**config.mk**
```make
export PLATFORM = sky130hd
export DESIGN_NAME = oc_channel
export DESIGN_NICKNAME = d
export VERILOG_FILES = /design/src/rtl/oc_channel.sv
export SDC_FILE = /design/constraint.sdc
export NUM_CORES = 1
export LEC_CHECK = 0
export BUFFER_PORTS_ARGS = -buffer_cell sky130_fd_sc_hd__buf_2
export CORE_MARGIN = 2
export CORE_UTILIZATION = 36
export DETAILED_ROUTE_END_ITERATION = 8
export GPL_ROUTABILITY_DRIVEN = 0
export SYNTH_ARGS = -nofsm -noshare
export SYNTH_HDL_FRONTEND = slang
export SYNTH_SLANG_ARGS = --single-unit
```
**constraint.sdc**
```tcl
create_clock -name clk -period 2.8 [get_ports clk]
set_input_delay 0.56 -clock clk [delete_from_list [all_inputs] [get_ports clk]]
set_output_delay 0.56 -clock clk [all_outputs]
set_load 0.05 [all_outputs]
```
**src/rtl/oc_channel.sv**
```systemverilog
module oc_channel #(
  parameter int W = 8
) (
  input  logic         clk,
  input  logic         rst_n,
  input  logic         wr_en,
  input  logic [1:0]   wr_sel,
  input  logic [W-1:0] wr_data,
  input  logic [W-1:0] tmr,
  input  logic         trig_in,
  output logic         pin_out,
  output logic         trig_stat
);

  localparam logic [2:0] M_OFF  = 3'd0;
  localparam logic [2:0] M_SETH = 3'd1;
  localparam logic [2:0] M_SETL = 3'd2;
  localparam logic [2:0] M_TOG  = 3'd3;
  localparam logic [2:0] M_PLS  = 3'd4;
  localparam logic [2:0] M_TRN  = 3'd5;
  localparam logic [2:0] M_EPWM = 3'd6;
  localparam logic [2:0] M_CPWM = 3'd7;

  logic [2:0]   mode_q;
  logic [W-1:0] act_a, act_b, shd_a, shd_b;
  logic         pin_q, done_q, phase_q, tmode_q, tstat_q;

  wire          pwm     = (mode_q[2:1] == 2'b11);
  wire          wrap    = (tmr == '0);
  wire          load    = pwm && wrap;
  wire [W-1:0]  eff_a   = load ? shd_a : act_a;
  wire [W-1:0]  eff_b   = load ? shd_b : act_b;
  wire          hit_a   = (tmr == eff_a);
  wire          hit_b   = (tmr == eff_b);
  wire          wr_mode = wr_en && (wr_sel == 2'd0);
  wire          wr_a    = wr_en && (wr_sel == 2'd1);
  wire          wr_b    = wr_en && (wr_sel == 2'd2);
  wire          wr_ctl  = wr_en && (wr_sel == 2'd3);
  wire          sw_clr  = wr_ctl && wr_data[1];
  wire          hw_clr  = tmode_q && hit_b;

  assign pin_out   = pin_q;
  assign trig_stat = tstat_q;

  always_ff @(posedge clk or negedge rst_n) begin
    if (!rst_n) begin
      mode_q <= M_OFF;
    end else if (wr_mode) begin
      mode_q <= wr_data[2:0];
    end
  end

  always_ff @(posedge clk or negedge rst_n) begin
    if (!rst_n) begin
      act_a <= '0;
      act_b <= '0;
      shd_a <= '0;
      shd_b <= '0;
    end else begin
      if (load) begin
        act_a <= shd_a;
        act_b <= shd_b;
      end
      if (wr_a) begin
        shd_a <= wr_data;
        if (!pwm) act_a <= wr_data;
      end
      if (wr_b) begin
        shd_b <= wr_data;
        if (!pwm) act_b <= wr_data;
      end
    end
  end

  always_ff @(posedge clk or negedge rst_n) begin
    if (!rst_n) begin
      tmode_q <= 1'b0;
      tstat_q <= 1'b0;
    end else begin
      if (wr_ctl) tmode_q <= wr_data[0];
      if (sw_clr || hw_clr) tstat_q <= 1'b0;
      else if (trig_in) tstat_q <= 1'b1;
    end
  end

  always_ff @(posedge clk or negedge rst_n) begin
    if (!rst_n) begin
      pin_q   <= 1'b0;
      done_q  <= 1'b0;
      phase_q <= 1'b0;
    end else if (wr_mode) begin
      pin_q   <= (wr_data[2:0] == M_SETL);
      done_q  <= 1'b0;
      phase_q <= 1'b0;
    end else begin
      unique case (mode_q)
        M_OFF: pin_q <= 1'b0;
        M_SETH, M_SETL: begin
          if (!done_q && hit_a) begin
            pin_q  <= (mode_q == M_SETH);
            done_q <= 1'b1;
          end
        end
        M_TOG: if (hit_a) pin_q <= ~pin_q;
        M_PLS, M_TRN: begin
          if (!done_q) begin
            if (!phase_q && hit_a) begin
              pin_q   <= 1'b1;
              phase_q <= 1'b1;
            end else if (phase_q && hit_b) begin
              pin_q   <= 1'b0;
              phase_q <= 1'b0;
              done_q  <= (mode_q == M_PLS);
            end
          end
        end
        M_EPWM: begin
          if (hit_a) pin_q <= 1'b0;
          else if (wrap) pin_q <= 1'b1;
        end
        M_CPWM: begin
          if (hit_b) pin_q <= 1'b0;
          else if (hit_a) pin_q <= 1'b1;
        end
        default: pin_q <= 1'b0;
      endcase
    end
  end


  off_low_chk: assert property (@(posedge clk) disable iff (!rst_n)
    (mode_q == M_OFF && !wr_mode) |=> !pin_out);


  seth_hold_chk: assert property (@(posedge clk) disable iff (!rst_n)
    (mode_q == M_SETH && done_q && !wr_mode) |=> pin_out);


  setl_hold_chk: assert property (@(posedge clk) disable iff (!rst_n)
    (mode_q == M_SETL && done_q && !wr_mode) |=> !pin_out);


  init_high_chk: assert property (@(posedge clk) disable iff (!rst_n)
    (wr_mode && wr_data[2:0] == M_SETL) |=> pin_out);


  shadow_hold_chk: assert property (@(posedge clk) disable iff (!rst_n)
    (pwm && !wrap && !wr_mode) |=> ($stable(act_a) && $stable(act_b)));


  stat_no_drop_chk: assert property (@(posedge clk) disable iff (!rst_n)
    (tstat_q && !sw_clr && !tmode_q) |=> trig_stat);

endmodule

```
==> results_dict.tcl <==
set metrics [dict create \
    num_antenna_cells 0 \
    cts-root-buf "clkbuf_8" \
    p_per_area_nw_per_um2 685 \
    critPathMaxStageDelay_ns 0.56 \
    synth_top_area_cell "dfrtp_1" \
    grt_first_pass_wirelength_mm 9.24 \
    num-fill-cells 521 \
    netlist_area_um2 2120 \
    finalCritPeriodShare 0.992 \
    wl_met2_mm 2.84 \
    critPathCaptureType "flop" \
    synth.distinct_cells 47 \
    cts.sink_count 40 \
    crit_arrival_ns 2.97 \
    grt_overflow_total 0 \
    ant_nets 0 \
    mappedNetlistNets 242 \
    skew_ns 0.00956 \
    wl_met1_mm 2.69 \
    cts_tree "yes" \
    slew_headroom 0.402 \
    wl_mm 5.82 \
    total_power_mw 1.92 \
    total_leakage_power_nw 1.23 \
    ys.flop_type "dfrtp_1" \
    fin_nets 294 \
    cpLargestDelayFamily "simple AND/OR/NAND/NOR gates" \
    port_buffers 23 \
    max_freq_mhz 360 \
    drv_slew 0 \
    worst_pin_slew_ns 0.897 \
    critPathLaunchType "input pin" \
    wl_met3_um 202 \
    io_pins 24 \
    status "complete, no violations" \
    grt_max_degree 41 \
    crit_path_cell_trace "buf_6 -> or4_4 -> nor3_4 -> mux2i_1 -> o22ai_1 -> or3_4 -> a32oi_2 -> o22ai_2 -> mux2_4" \
    hold_violations 0 \
    std_cell_rows 27 \
    fin_crit_ns 2.78 \
    yosysWarnings 0 \
    required_ns 2.99 \
    setup_viol 0 \
    path_class "in2reg" \
    firstDrtPassIters 4 \
    cts_buffers 5 \
    track_usage 0.189 \
    synth-edff-count 0 \
    highest_layer "met4" \
    async_flop_share 1.00 \
    path_clk_slew_ns 0.09 \
    core_area_um2 5610 \
    cts_max_path_buffers 2 \
    hp-class "in2async" \
    htreeDepth 2 \
    ys_seq_elements 40 \
    clk_latency_ns 0.30 \
    die_h_um 80.8 \
    ys_top_cells_by_area "dfrtp_1, mux2_2, nand2_1" \
    vias 1908 \
    ir_worst_vdd_uv 259 \
    multi_input_area_um2 1150 \
    drive_gt1_frac 0.355 \
    dieArea_um2 6530 \
    tns_ns 0 \
    yosysSeqAreaShare 0.471 \
    cpMaxStageDelayCell "or4_4" \
    syn_avg_cell_area_um2 9.65 \
    synthCells 220 \
    start_util 0.379 \
    syn_to_final_growth_pct 31.8 \
    via_per_inst 5.53 \
    synth_top_area_frac 0.471 \
    fin_util 0.499 \
    ctsHoldBuffers 0 \
    critPathBufInv 1 \
    grt_pass1_vias 1866 \
    wl_per_cell_um 16.9 \
    rsz0062_at_grt "true" \
    antenna_found_initial 0 \
    drt_iter0_markers 118 \
    seq_area_um2 1000 \
    path_max_fanout 4 \
    place_hpwl_mm 4.01 \
    die_w_um 80.8 \
    drv_cap 0 \
    drc 0 \
]
## area by class of cell
class | instances | area share
repair buffers | 54 | 0.130
clock buffers | 5 | 0.0246
flip-flops and latches | 40 | 0.358
clock inverters | 3 | 0.0322
multi-input cells | 161 | 0.410
inverters | 10 | 0.0134
well taps | 72 | 0.0322
## worst paths after layout
kind,startpoint,end,slack (ns),cells after the start
worst max-delay path,tmr[6],pin_out,0.02,9
worst min-delay path,rst_n,shd_b[6],0.39,1
worst max register to register,mode_q[2],pin_out,0.26,8
worst min register to register,tmode_q,trig_stat,0.44,1
max in group asynchronous,rst_n,shd_a[0],1.85,1
min in group clk,tmode_q,trig_stat,0.44,1
## synth_stat cells, types with 2 or more instances
cell type   n
nand3b_1    2
o21ai_0     7
nor4_1      3
nand2_1    28
clkbuf_1    6
mux2i_1     8
a22oi_1     2
nand3_1     4
a31oi_1    11
a222oi_1    2
mux2_2     15
a21oi_1     8
nor2_1     22
dfrtp_1    40
and2_1      2
inv_1      10
or4_1       3
nor2b_1     3
o22ai_1    10
nor3_1      4
nand2b_1    4
## cell families after synthesis
kind of cell | share of synthesized area
buf+inv | 0.0395
flops | 0.471
xor+xnor | 0.00413
simple gates | 0.195
mux | 0.123
compound gates | 0.167
## flip-flops by register name (all words and copies together), names as in the netlist, 3 cells and up
| name | cells |
|---|---|
| act_b | 8 |
| shd_b | 8 |
| shd_a | 8 |
| act_a | 8 |
| mode_q | 3 |
## per-stage QoR
step	area (um^2)	setup WS, ns	std cells	hold slack [ns]
6_report	2800	0.0218	345	0.385
5_1_grt	2800	-0.0655	345	0.454
4_1_cts	2640	0.0241	340	0.423
3_5_place_dp	2480	-0.286	332	0.431
3_3_place_gp	2480	-0.210	332	0.426
2_1_floorplan	2130	-0.161	220	0.264
## power by group
group          switching (mW)  total (mW)  internal [mW]  leakage (nW)
registers               0.112       0.805          0.693         0.466
logic                   0.220       0.448          0.228         0.684
clock network           0.217       0.663          0.446        0.0784
total                   0.549        1.92           1.37          1.23
## what timing repair did
item	in CTS	in global routing
endpoints found under the setup margin	0	3
setup buffers	0	5
resized for setup	0	21
## per-layer routing
metal | track usage | vias up
li1 | - | 909
met1 | 0.256 | 953
met2 | 0.298 | 40
met3 | 0.0356 | 6
met4 | 0.0780 | 0
met5 | 0 | -
## placed cells by master (no fill, tap or decap), drive strengths merged, types with 5 or more instances in the layout
cell	n
a21oi	8
mux2i	8
nor2	22
clkbuf	5
dfrtp	40
nor3	6
buf	54
o21ai	7
inv	10
nand2	28
mux2	16
o22ai	11
a31oi	11
Note: power is estimated with default switching activity, not from simulation.
